`src/rtl/rxts_pkg.sv`:
```
package rxts_pkg;
    typedef enum logic [1:0] {
        ST_IDLE = 2'd0,
        ST_HDR  = 2'd1,
        ST_DATA = 2'd2
    } rxts_state_e;

    localparam int HDR_WORDS = 4;
    localparam int HDR_SLOTS = 2;
endpackage

```
`src/rtl/rxts_q_cfg.sv`:
```
module rxts_q_cfg #(
    parameter int NQ = 4,
    parameter int QW = (NQ > 1) ? $clog2(NQ) : 1
) (
    input  logic          rx_on,
    input  logic          buf_on,
    input  logic [NQ-1:0] q_en,
    input  logic [NQ-1:0] front_sel,
    input  logic [NQ-1:0] back_sel,
    input  logic [QW-1:0] q,
    output logic          ins,
    output logic          front_o,
    output logic          back_o
);
    always_comb begin
        ins     = 1'b0;
        front_o = 1'b0;
        back_o  = 1'b0;
        for (int i = 0; i < NQ; i++) begin
            if (QW'(i) == q) begin
                ins     = rx_on & buf_on & q_en[i];
                front_o = front_sel[i];
                back_o  = back_sel[i];
            end
        end
    end
endmodule

```
`src/rtl/rxts_hdr_build.sv`:
```
module rxts_hdr_build #(
    parameter int TW = 32
) (
    input  logic                              front_sel,
    input  logic                              back_sel,
    input  logic [TW-1:0]                     t0_ns,
    input  logic [TW-1:0]                     t0_sec,
    input  logic [TW-1:0]                     t1_ns,
    input  logic [TW-1:0]                     t1_sec,
    output logic [rxts_pkg::HDR_WORDS-1:0][TW-1:0] words
);
    localparam int NB = TW / 8;

    logic [rxts_pkg::HDR_SLOTS-1:0] sel;
    assign sel = {back_sel, front_sel};

    for (genvar s = 0; s < rxts_pkg::HDR_SLOTS; s++) begin : g_slot
        logic [TW-1:0] ns_v, sec_v;
        assign ns_v  = sel[s] ? t1_ns  : t0_ns;
        assign sec_v = sel[s] ? t1_sec : t0_sec;
        // little-endian lane order: value byte b goes to lane b
        for (genvar b = 0; b < NB; b++) begin : g_lane
            assign words[2*s][8*b +: 8]   = ns_v[8*b +: 8];
            assign words[2*s+1][8*b +: 8] = sec_v[8*b +: 8];
        end
    end
endmodule

```
`src/rtl/rxts_prepend.sv`:
```
module rxts_prepend #(
    parameter int NQ = 4,
    parameter int TW = 32,
    parameter int QW = (NQ > 1) ? $clog2(NQ) : 1
) (
    input  logic          clk,
    input  logic          rst_n,
    input  logic          cfg_rx_ts_on,
    input  logic          cfg_buf_ts_on,
    input  logic [NQ-1:0] cfg_q_en,
    input  logic [NQ-1:0] cfg_front_sel,
    input  logic [NQ-1:0] cfg_back_sel,
    input  logic [TW-1:0] tmr0_ns,
    input  logic [TW-1:0] tmr0_sec,
    input  logic [TW-1:0] tmr1_ns,
    input  logic [TW-1:0] tmr1_sec,
    input  logic [QW-1:0] s_queue,
    input  logic [TW-1:0] s_tdata,
    input  logic          s_tvalid,
    output logic          s_tready,
    input  logic          s_tlast,
    output logic [TW-1:0] m_tdata,
    output logic          m_tvalid,
    input  logic          m_tready,
    output logic          m_tlast
);
    import rxts_pkg::*;

    localparam int IW = $clog2(HDR_WORDS);

    typedef struct packed {
        rxts_state_e                 st;
        logic [IW-1:0]               idx;
        logic [HDR_WORDS-1:0][TW-1:0] hdr;
    } regs_t;

    regs_t r_q, r_d;

    logic ins, fsel, bsel;
    logic [HDR_WORDS-1:0][TW-1:0] built;

    rxts_q_cfg #(.NQ(NQ), .QW(QW)) u_cfg (
        .rx_on    (cfg_rx_ts_on),
        .buf_on   (cfg_buf_ts_on),
        .q_en     (cfg_q_en),
        .front_sel(cfg_front_sel),
        .back_sel (cfg_back_sel),
        .q        (s_queue),
        .ins      (ins),
        .front_o  (fsel),
        .back_o   (bsel)
    );

    rxts_hdr_build #(.TW(TW)) u_build (
        .front_sel(fsel),
        .back_sel (bsel),
        .t0_ns    (tmr0_ns),
        .t0_sec   (tmr0_sec),
        .t1_ns    (tmr1_ns),
        .t1_sec   (tmr1_sec),
        .words    (built)
    );

    always_comb begin
        r_d      = r_q;
        s_tready = 1'b0;
        m_tvalid = 1'b0;
        m_tdata  = s_tdata;
        m_tlast  = 1'b0;
        unique case (r_q.st)
            ST_IDLE: begin
                if (s_tvalid && ins) begin
                    // sample both timers now; hold the first beat
                    r_d.st  = ST_HDR;
                    r_d.idx = '0;
                    r_d.hdr = built;
                end else begin
                    m_tvalid = s_tvalid;
                    m_tlast  = s_tlast;
                    s_tready = m_tready;
                    if (s_tvalid && m_tready && !s_tlast) r_d.st = ST_DATA;
                end
            end
            ST_HDR: begin
                m_tvalid = 1'b1;
                m_tdata  = r_q.hdr[r_q.idx];
                if (m_tready) begin
                    r_d.idx = r_q.idx + 1'b1;
                    if (r_q.idx == IW'(HDR_WORDS - 1)) r_d.st = ST_DATA;
                end
            end
            default: begin
                m_tvalid = s_tvalid;
                m_tlast  = s_tlast;
                s_tready = m_tready;
                if (s_tvalid && m_tready && s_tlast) r_d.st = ST_IDLE;
            end
        endcase
    end

    always_ff @(posedge clk) begin
        if (!rst_n) begin
            r_q.st  <= ST_IDLE;
            r_q.idx <= '0;
            r_q.hdr <= '0;
        end else begin
            r_q <= r_d;
        end
    end

    // header beats carry no last and block the input side
    p_hdr_no_last_r8: assert property (@(posedge clk) disable iff (!rst_n)
        (r_q.st == ST_HDR) |-> (m_tvalid && !m_tlast && !s_tready));

    // a stalled header word is held
    p_hdr_hold_r7: assert property (@(posedge clk) disable iff (!rst_n)
        (r_q.st == ST_HDR && !m_tready) |=> (m_tvalid && $stable(m_tdata)));

    // sampled timer words never change once a frame is under way
    p_sample_hold_r6: assert property (@(posedge clk) disable iff (!rst_n)
        (r_q.st != ST_IDLE) |=> $stable(r_q.hdr));

    // disabled frames pass untouched
    p_pass_r5: assert property (@(posedge clk) disable iff (!rst_n)
        (r_q.st == ST_IDLE && s_tvalid && !ins)
            |-> (m_tvalid && m_tdata == s_tdata && m_tlast == s_tlast));

    // an enabled first beat starts header emission
    p_start_hdr_r2: assert property (@(posedge clk) disable iff (!rst_n)
        (r_q.st == ST_IDLE && s_tvalid && ins) |=> (r_q.st == ST_HDR && r_q.idx == '0));

    // quiet output after reset
    p_reset_quiet_r1: assert property (@(posedge clk) disable iff (!rst_n)
        (r_q.st == ST_IDLE && !s_tvalid) |-> (!m_tvalid && !m_tlast));
endmodule

```
`config.mk`:
```
export PLATFORM = sky130hd
export DESIGN_NAME = rxts_prepend
export DESIGN_NICKNAME = d
export VERILOG_FILES = /design/src/rtl/rxts_pkg.sv /design/src/rtl/rxts_q_cfg.sv /design/src/rtl/rxts_hdr_build.sv /design/src/rtl/rxts_prepend.sv
export SDC_FILE = /design/constraint.sdc
export NUM_CORES = 1
export LEC_CHECK = 0
export BUFFER_PORTS_ARGS = -buffer_cell sky130_fd_sc_hd__buf_2
export CAP_MARGIN = 10
export CORE_ASPECT_RATIO = 0.8
export CORE_UTILIZATION = 30
export DETAILED_ROUTE_END_ITERATION = 10
export GPL_TIMING_DRIVEN = 0
export PLACE_DENSITY_LB_ADDON = 0.12
export SLEW_MARGIN = 20
export SYNTH_ARGS = -nofsm -noshare
export SYNTH_HDL_FRONTEND = slang
export SYNTH_SLANG_ARGS = --single-unit
export TNS_END_PERCENT = 5
```
`constraint.sdc`:
```
create_clock -name clk -period 1.9 [get_ports clk]
set_clock_uncertainty 0.05 [all_clocks]
set_input_delay 0.285 -clock clk [delete_from_list [all_inputs] [get_ports clk]]
set_output_delay 0.285 -clock clk [all_outputs]
set_load 0.005 [all_outputs]
```
==> results.yml, run 1 <==
sta:
  normalized_max_slew_margin_pct: 54.3
  timing.final.crit_period_ns: 2.38
  finalHoldViolations: 0
  total_negative_slack_for_setup_checks_ns: -14.25
  fmax_ghz: 0.420
  timing.final.crit_share_pct: 125
  timing.final.max_slew_violations: 0
  rsz_0062_raised_after_global_routing: "true"
  tightestPinTransition_ns: 0.685
  final_critical_path_setup_slack_ns: -0.482
  setup_viol: 32
  finalHoldWorstSlack_ns: 0.0942
logic_synthesis:
  netlist_area_sq_um: 7340
  synth.distinct_cells: 29
  synth.yosys.seq_area_share_pct: 36.0
  netlist.top_cell.by_area: "sky130_fd_sc_hd__dfxtp_1"
  yosys_warnings: 0
  synth.top_cells.by_area: "sky130_fd_sc_hd__dfxtp_1, sky130_fd_sc_hd__mux2i_1, sky130_fd_sc_hd__o21ai_2, sky130_fd_sc_hd__mux4_2, sky130_fd_sc_hd__nand2_1"
  synthesis.nets: 855
  postSynthAreaPerCell_sq_um: 10.9
  synth_largest_type_area_fraction_pct: 36.0
  synth_enable_flop_cells: 0
  syn_inst: 673
  synthMostInstantiatedCell: "sky130_fd_sc_hd__nand2_1"
  asyncSetResetFlopFracSynth_pct: 0
  synth.ff_latch_count: 132
  synth.top_cells.by_count: "sky130_fd_sc_hd__nand2_1, sky130_fd_sc_hd__dfxtp_1, sky130_fd_sc_hd__mux2i_1"
  dominant_synthesized_flop_cell: "sky130_fd_sc_hd__dfxtp_1"
routing:
  drtIter0Drc: 215
  finalWirelength_mm: 22.9
  dr.pass1.iters: 4
  post_drt_wl_per_cell_microns: 18.5
  routed_via_density: 4.76
  vias: 5890
  drc: 0
  route.antenna.remaining_nets: 0
power_and_ir_drop:
  peakVddDrop_mv: 0.587
  power.total_mw: 7.40
  pwr_density_cell_nw_per_um2: 760
  leakage_power_nw: 4.35
placed_design:
  place_inst: 1199
  io_buffer_count: 214
  dpl_cell_area_sq_um: 8810
  preCtsSetupSlack_ns: -0.879
  gp_congestion: 0.727
  detailed_place_hpwl_mm: 16.6
status:
  status: "finished, violations left"
  violated_checks: "setup timing"
cells_and_area:
  top_register: "r_q"
  post-route-util_pct: 41.1
  drive_above_1_share_pct: 53.7
  stdcell_area_sq_um: 9740
  synthToLayoutAreaGrowth_pct: 32.7
  leading_registers_by_flop_count: "r_q: 132 flops"
  num-nets-final: 1093
  fin_cells: 1237
  largest_register_ffs: 132
global_routing:
  grt_first_pass_wirelength_mm: 34.1
  grt_start_max_net_pins: 17
  via_count_of_the_first_global_routing_pass: 5796
  number_of_antenna_violations_at_the_first_check_in_global_routing: 1
  grt_usage_pct: 18.4
  globalRoute.totalOverflow: 0
clocking:
  cts_inserted_buffers: 17
  cts.clk_slew.worst_paths_ns: 0.06
  clkSinkCount: 132
  clk_latency_ns: 0.42
  ctsRootBufferMaster: "sky130_fd_sc_hd__clkbuf_16"
  cts_hold_buffers: 0
  ctsLongestPathBuffers: 2
  tritoncts_clock_tree: "done"
  cts-htree-levels: 4
setup_path:
  timing.critical_path.slowest_stage_cell: "sky130_fd_sc_hd__mux4_2"
  end_kind: "output port"
  worstPathMaxFanout: 7
  timing_worst_setup_path_type: "register to output port"
  largest_stage_delay_on_the_critical_path_ns: 0.54
  crit_required_ns: 1.56
  endpoint_arrival_time_on_the_critical_path_ns: 2.05
  crit_path_start_kind: "register"
  timing.critical_path.cells: "clkbuf_16 > buf_12 > mux4_2 > mux2_2 > buf_2"
floorplanning:
  row_count: 50
  floorplan.initialDensity_pct: 30.9
  die_h_microns: 142
  die_w_microns: 177
  num_io_pins: 216
  core-area_sq_um: 23700
  design.die.area_sq_um: 25100
job:
  max-cap-violations: 0
min_path:
  min-delay-path-class: "input port to register"
per-layer routing:
| layer | part of all wire, % | GRT usage (%) |
|---|---|---|
| met1 | 49 | 25.4 |
| met2 | 45 | 29.2 |
| met4 | 0.48 | 3.72 |
| met5 | 0 | 0 |
| met3 | 5.1 | 4.47 |
worst max-delay path: cells and delay by family, from the launching register on:
kind | cells | cell delay [ns]
muxes | 2 | 0.82
buffers and inverters | 3 | 0.46
DFF | 1 | 0.35
final timing paths:
path / slack (ns) / cells after the start / from / end
setup / recovery: -0.48 / 5 / r_q[129] / m_tdata[15]
hold / removal: 0.09 / 3 / tmr1_sec[17] / r_q[49]
setup reg to reg: 0.13 / 5 / r_q[130] / r_q[44]
hold reg to reg: 0.40 / 2 / r_q[55] / r_q[55]
power breakdown:
part           internal (mW)  total [mW]  leakage (nW)  switching (mW)
clock network           1.97        3.27         0.281            1.30
registers               2.84        2.88          1.07          0.0380
logic                  0.588        1.25          3.00           0.662
timing repair:
item                       4_1_cts  5_1_grt
hold endpoints to repair         0        0
gates cloned                     1        2
buffers inserted                 2        0
setup endpoints to repair       38       46
pin swaps                        0        0
gates resized for setup         40       26
placed cells by master, fill, tap and decap left out, types with 3 or more instances in the layout:
cell type and n:
sky130_fd_sc_hd__clkbuf_1 4, sky130_fd_sc_hd__dfxtp_2 3, sky130_fd_sc_hd__buf_6 16, sky130_fd_sc_hd__o21ai_0 10, sky130_fd_sc_hd__buf_12 13, sky130_fd_sc_hd__mux2i_1 132
sky130_fd_sc_hd__clkbuf_8 4, sky130_fd_sc_hd__o21ai_2 120, sky130_fd_sc_hd__nand2_1 133, sky130_fd_sc_hd__mux2_2 22, sky130_fd_sc_hd__mux2_4 12, sky130_fd_sc_hd__dfxtp_1 129
sky130_fd_sc_hd__clkinv_2 4, sky130_fd_sc_hd__mux4_2 33, sky130_fd_sc_hd__clkbuf_16 20, sky130_fd_sc_hd__nand3_1 5, sky130_fd_sc_hd__buf_2 227, sky130_fd_sc_hd__buf_4 5
layout make-up:
cell class / count / area [sq um]
Sequential cell: 132 / 2650
Clock buffer: 20 / 447
Clock inverter: 12 / 130
Fill cell: 2380 / 14000
Timing Repair Buffer: 219 / 1240
Antenna cell: 1 / 2.50
Inverter: 2 / 7.51
Buffer: 55 / 592
Tap cell: 312 / 390
Multi-Input combinational cell: 484 / 4280
logic make-up after synthesis:
kind of cell / after synthesis / share of synthesized area [%]
buffers and inverters: 57 / 6.31
DFF: 132 / 36.0
AOI/OAI and AO/OA: 136 / 15.7
and+or+nand+nor: 148 / 8.39
adders and majority gates: 1 / 0.171
muxes: 199 / 33.4
(Power assumes the default switching activity.)
==> run 2, diff against run 1 <==
==> constraint.sdc (replaced) <==
create_clock -name clk -period 1.9 [get_ports clk]
set_clock_uncertainty 0.05 [all_clocks]
set_input_delay 0.19 -clock clk [delete_from_list [all_inputs] [get_ports clk]]
set_output_delay 0.19 -clock clk [all_outputs]
set_load 0.005 [all_outputs]
==> results.yml, run 2 (same netlist as run 1, synthesis figures left out) <==
status:
  status: "finished, violations left"
  violated_checks: "setup timing"
setup_path:
  timing_worst_setup_path_type: "register to output port"
  critical_path.startpoint: "r_q[129]"
  path_delay_family: "multiplexers"
  critical_path.reg2reg.startpoint: "r_q[130]"
  largest_stage_delay_on_the_critical_path_ns: 0.50
  timing.critical_path.slowest_stage_cell: "sky130_fd_sc_hd__mux4_2"
  r2r.worst_path.cells: 5
  endpoint_arrival_time_on_the_critical_path_ns: 2.00
  capture_point_of_the_critical_path: "m_tdata[14]"
  crit_required_ns: 1.66
  timing.critical_path.cells: "buf_12 > clkbuf_16 > mux4_2 > mux2_2 > buf_2"
  worstPathMaxFanout: 7
  end_kind: "output port"
  crit_path_start_kind: "register"
  r2r_end: "r_q[61]"
  critical_path_depth: 5
  r2r_slack_ns: 0.12
  worstPathBufferInverterCount: 3
floorplanning:
  floorplan.initialDensity_pct: 30.9
  core-area_sq_um: 23700
  die_w_microns: 177
  die_h_microns: 142
  design.die.area_sq_um: 25100
  num_io_pins: 216
  row_count: 50
clocking:
  clk_latency_ns: 0.41
  cts-htree-levels: 4
  ctsRootBufferMaster: "sky130_fd_sc_hd__clkbuf_16"
  cts.clk_slew.worst_paths_ns: 0.06
  ctsLongestPathBuffers: 2
  clkSinkCount: 132
  cts_inserted_buffers: 17
  tritoncts_clock_tree: "done"
power_and_ir_drop:
  peakVddDrop_mv: 0.627
  power.total_mw: 7.93
  leakage_power_nw: 4.65
  pwr_density_cell_nw_per_um2: 759
cells_and_area:
  top_register: "r_q"
  largest_register_ffs: 132
  leading_registers_by_flop_count: "r_q: 132 flops"
  synthToLayoutAreaGrowth_pct: 42.3
  most-common-layout-cells: "sky130_fd_sc_hd__buf_2, sky130_fd_sc_hd__nand2_1, sky130_fd_sc_hd__mux2i_1"
  layout.cells.most_common: "sky130_fd_sc_hd__buf_2"
  num-nets-final: 1148
  drive_above_1_share_pct: 50.7
  post-route-util_pct: 44.0
  fin_cells: 1292
placed_design:
  gp_congestion: 0.746
  detailed_place_hpwl_mm: 16.3
  io_buffer_count: 214
  place_inst: 1199
sta:
  timing.final.crit_share_pct: 118
  normalized_max_slew_margin_pct: 55.1
  tightestPinTransition_ns: 0.673
  timing.final.crit_period_ns: 2.24
  final_critical_path_setup_slack_ns: -0.345
  setup_viol: 32
  fmax_ghz: 0.445
  rsz_0062_raised_after_global_routing: "true"
  finalHoldViolations: 0
  timing.final.max_slew_violations: 0
routing:
  finalWirelength_mm: 22.6
  drtIter0Drc: 189
  route.antenna.remaining_nets: 0
  routed_via_density: 4.66
  drc: 0
  post_drt_wl_per_cell_microns: 17.5
  vias: 6018
  dr.pass1.iters: 4
global_routing:
  grt_start_max_net_pins: 17
  grt_usage_pct: 18.0
  via_count_of_the_first_global_routing_pass: 5967
  grt_first_pass_wirelength_mm: 33.7
  number_of_antenna_violations_at_the_first_check_in_global_routing: 2
  globalRoute.totalOverflow: 0
job:
  max-cap-violations: 0
min_path:
  min-delay-path-class: "input port to register"
-- run 2: timing repair --
action | in CTS | in global routing
endpoints found under the hold margin | 44 | 0
buffers inserted | 2 | 0
gates resized for setup | 45 | 36
endpoints found under the setup margin | 38 | 34
hold buffers | 55 | 0
cloned | 0 | 3
-- run 2: metrics by stage --
step	setup TNS, ns	instance area, sq um	hold WS [ns]	setup slack [ns]
CTS	-11.22	10200	0.000180	-0.368
finish	-10.31	10400	0.0140	-0.345
global route	-12.35	10400	0.00736	-0.409
floorplan	-0.702	7340	0.287	-0.0323
detailed placement	-22.60	8800	0.388	-0.722
global placement	-24.38	8800	0.381	-0.760
-- run 2: worst min-delay path by stage --
stage,cells past startpoint,end,from
6_report,3,r_q[55],tmr0_sec[23]
3_5_place_dp,2,r_q[102],r_q[102]
4_1_cts,3,r_q[106],tmr0_sec[10]
2_1_floorplan,2,r_q[129],rst_n
3_3_place_gp,2,r_q[37],r_q[37]
5_1_grt,3,r_q[90],tmr1_ns[26]
-- run 2: worst min-delay path: cells and delay by family --
| kind | cells | cell delay (ns) |
|---|---|---|
| compound gates | 1 | 0.10 |
| buf+inv | 1 | 0.09 |
| mux | 1 | 0.08 |
-- run 2: routing by layer --
layer  GRT usage [%]  vias to the layer above  routed length [microns]
li1                -                     3040                        -
met1            24.6                     2801                    11300
met2            29.0                      156                    10200
met3            3.51                       19                      844
met4            4.49                        2                      255
met5               0                        -                       10
-- run 2: cell type report --
class                      instances  area (sq um)
clock buffer                      21           470
fill                            2301         13300
buffer                            55           596
clock inverter                    11           196
antenna                            1          2.50
inverter                           2          7.51
multi-input combinational        484          4310
sequential                       132          2650
tap                              312           390
timing repair buffer             274          1830
-- run 2: power breakdown --
group,internal (mW),total [mW],switching [mW]
registers,2.84,2.88,0.0390
logic,0.679,1.35,0.669
clock network,2.44,3.70,1.26
==> run 3, diff against run 2 <==
--- a/config.mk
+++ b/config.mk
@@ -15,5 +15,6 @@
 export SLEW_MARGIN = 20
 export SYNTH_ARGS = -nofsm -noshare
 export SYNTH_HDL_FRONTEND = slang
+export SYNTH_HIERARCHICAL = 1
 export SYNTH_SLANG_ARGS = --single-unit
 export TNS_END_PERCENT = 5
==> results.yml, run 3 <==
routing:
  drc: 0
  finalWirelength_mm: 29.9
  post_drt_wl_per_cell_microns: 19.9
  vias: 7255
  route.antenna.remaining_nets: 0
  dr.pass1.iters: 4
  drtIter0Drc: 410
  routed_via_density: 4.81
job:
  max-cap-violations: 0
sta:
  finalHoldWorstSlack_ns: 0.0745
  normalized_max_slew_margin_pct: 54.9
  tightestPinTransition_ns: 0.677
  setup_viol: 32
  finalHoldViolations: 0
  rsz_0062_raised_after_global_routing: "true"
  timing.final.crit_share_pct: 105
  final_critical_path_setup_slack_ns: -0.0999
  total_negative_slack_for_setup_checks_ns: -2.34
  fmax_ghz: 0.500
  timing.final.crit_period_ns: 2.00
  timing.final.max_slew_violations: 0
placed_design:
  gp_congestion: 0.788
  detailed_place_hpwl_mm: 21.7
  dpl_cell_area_sq_um: 10100
  io_buffer_count: 214
  place_inst: 1463
cells_and_area:
  stdcell_area_sq_um: 11300
  fin_cells: 1508
  num-nets-final: 1311
  layout.cells.most_common: "sky130_fd_sc_hd__nand2_1"
  top_register: "r_q"
  leading_registers_by_flop_count: "r_q: 132 flops"
  drive_above_1_share_pct: 44.1
  synthToLayoutAreaGrowth_pct: 31.3
  largest_register_ffs: 132
  most-common-layout-cells: "sky130_fd_sc_hd__nand2_1, sky130_fd_sc_hd__buf_2, sky130_fd_sc_hd__dfxtp_1"
setup_path:
  end_kind: "output port"
  r2r.worst_path.cells: 6
  r2r_slack_ns: 0.17
  timing_worst_setup_path_type: "register to output port"
  crit_path_start_kind: "register"
  worstPathMaxFanout: 7
  crit_required_ns: 1.66
  endpoint_arrival_time_on_the_critical_path_ns: 1.76
clocking:
  cts_inserted_buffers: 17
  cts-htree-levels: 4
  clkSinkCount: 132
  clk_latency_ns: 0.42
  cts.clk_slew.worst_paths_ns: 0.05
  ctsRootBufferMaster: "sky130_fd_sc_hd__clkbuf_16"
  tritoncts_clock_tree: "done"
  ctsLongestPathBuffers: 2
logic_synthesis:
  yosys_warnings: 6
  synth_largest_type_area_fraction_pct: 30.8
  synth.yosys.seq_area_share_pct: 30.8
  synth_enable_flop_cells: 0
  synth.ff_latch_count: 132
  postSynthAreaPerCell_sq_um: 9.69
  synth.top_cells.by_count: "sky130_fd_sc_hd__nand2_1, sky130_fd_sc_hd__dfxtp_1, sky130_fd_sc_hd__mux2_4"
  dominant_synthesized_flop_cell: "sky130_fd_sc_hd__dfxtp_1"
  synth.distinct_cells: 32
  syn_inst: 885
  synthMostInstantiatedCell: "sky130_fd_sc_hd__nand2_1"
  netlist.top_cell.by_area: "sky130_fd_sc_hd__dfxtp_1"
  asyncSetResetFlopFracSynth_pct: 0
  synth.top_cells.by_area: "sky130_fd_sc_hd__dfxtp_1, sky130_fd_sc_hd__mux2_4, sky130_fd_sc_hd__nand2_1, sky130_fd_sc_hd__a21boi_1, sky130_fd_sc_hd__mux2i_1"
  synthesis.nets: 1067
  netlist_area_sq_um: 8580
floorplanning:
  core-area_sq_um: 27700
  floorplan.initialDensity_pct: 31.0
  row_count: 54
  num_io_pins: 216
  die_w_microns: 191
  die_h_microns: 153
  design.die.area_sq_um: 29300
power_and_ir_drop:
  leakage_power_nw: 4.52
  power.total_mw: 8.03
  pwr_density_cell_nw_per_um2: 713
  peakVddDrop_mv: 0.761
min_path:
  worstHoldPathCells: 4
  min-delay-path-class: "input port to register"
global_routing:
  grt_usage_pct: 20.5
  grt_first_pass_wirelength_mm: 43.7
  grt_start_max_net_pins: 17
  via_count_of_the_first_global_routing_pass: 7018
  globalRoute.totalOverflow: 0
  number_of_antenna_violations_at_the_first_check_in_global_routing: 3
status:
  violated_checks: "setup timing"
  status: "finished, violations left"
-- run 3: layout make-up --
class / instances / area, sq um
antenna: 3 / 7.51
buffer: 74 / 721
clock buffer: 18 / 439
clock inverter: 13 / 159
fill: 2833 / 16400
inverter: 2 / 7.51
multi-input combinational: 674 / 5570
sequential: 132 / 2650
tap: 364 / 455
timing repair buffer: 228 / 1250
-- run 3: what timing repair did --
| action | CTS | global route |
|---|---|---|
| endpoints found under the setup margin | 35 | 34 |
| pin swaps | 3 | 3 |
| cloned | 2 | 1 |
| setup buffers | 10 | 0 |
| resized for setup | 62 | 23 |
| hold buffers | 1 | 0 |
| endpoints found under the hold margin | 1 | 0 |
-- run 3: path summary, 6_finish.rpt --
| path | start | end |
|---|---|---|
| max | r_q[131] | m_tdata[31] |
| min | s_tlast | r_q[131] |
| max reg2reg | r_q[131] | r_q[47] |
| min reg2reg | r_q[56] | r_q[56] |
-- run 3: logic make-up (layout without fill, tap and decap cells) --
| group | after synthesis | count (layout) | share of synthesized area [%] |
|---|---|---|---|
| buf+inv | 79 | 335 | 7.31 |
| other cells | 0 | 3 | 0 |
| mux | 195 | 195 | 30.4 |
| flops | 132 | 132 | 30.8 |
| simple gates | 309 | 309 | 14.1 |
| fa+ha+maj | 1 | 1 | 0.146 |
| compound gates | 169 | 169 | 17.3 |
-- run 3: through the flow --
stage,worst slack [ns],utilization (%)
2_1_floorplan,0.209,-
3_3_place_gp,-0.296,36.5
3_5_place_dp,-0.288,36.5
4_1_cts,-0.153,40.0
5_1_grt,-0.155,40.6
6_report,-0.0999,40.7
-- run 3: routing by layer --
layer	vias to the layer above	share of wire, %	global-route usage, %
li1	3573	-	-
met1	3438	50	29.1
met2	213	44	31.5
met3	29	4.8	3.74
met4	2	1.2	5.18
met5	-	0.047	0
-- run 3: critical path, stage by stage (launching register included) --
cell                       delay (ns)
sky130_fd_sc_hd__dfxtp_4         0.34
sky130_fd_sc_hd__nand2b_4        0.15
sky130_fd_sc_hd__or2_4           0.24
sky130_fd_sc_hd__buf_12          0.15
sky130_fd_sc_hd__buf_12          0.15
sky130_fd_sc_hd__o221ai_4        0.16
sky130_fd_sc_hd__buf_2           0.15
-- run 3: where the power goes --
group	switching, mW	internal, mW	total (mW)
sequential	0.0438	2.84	2.88
combinational	0.782	0.971	1.75
clock	1.31	2.09	3.40
total	2.14	5.90	8.03
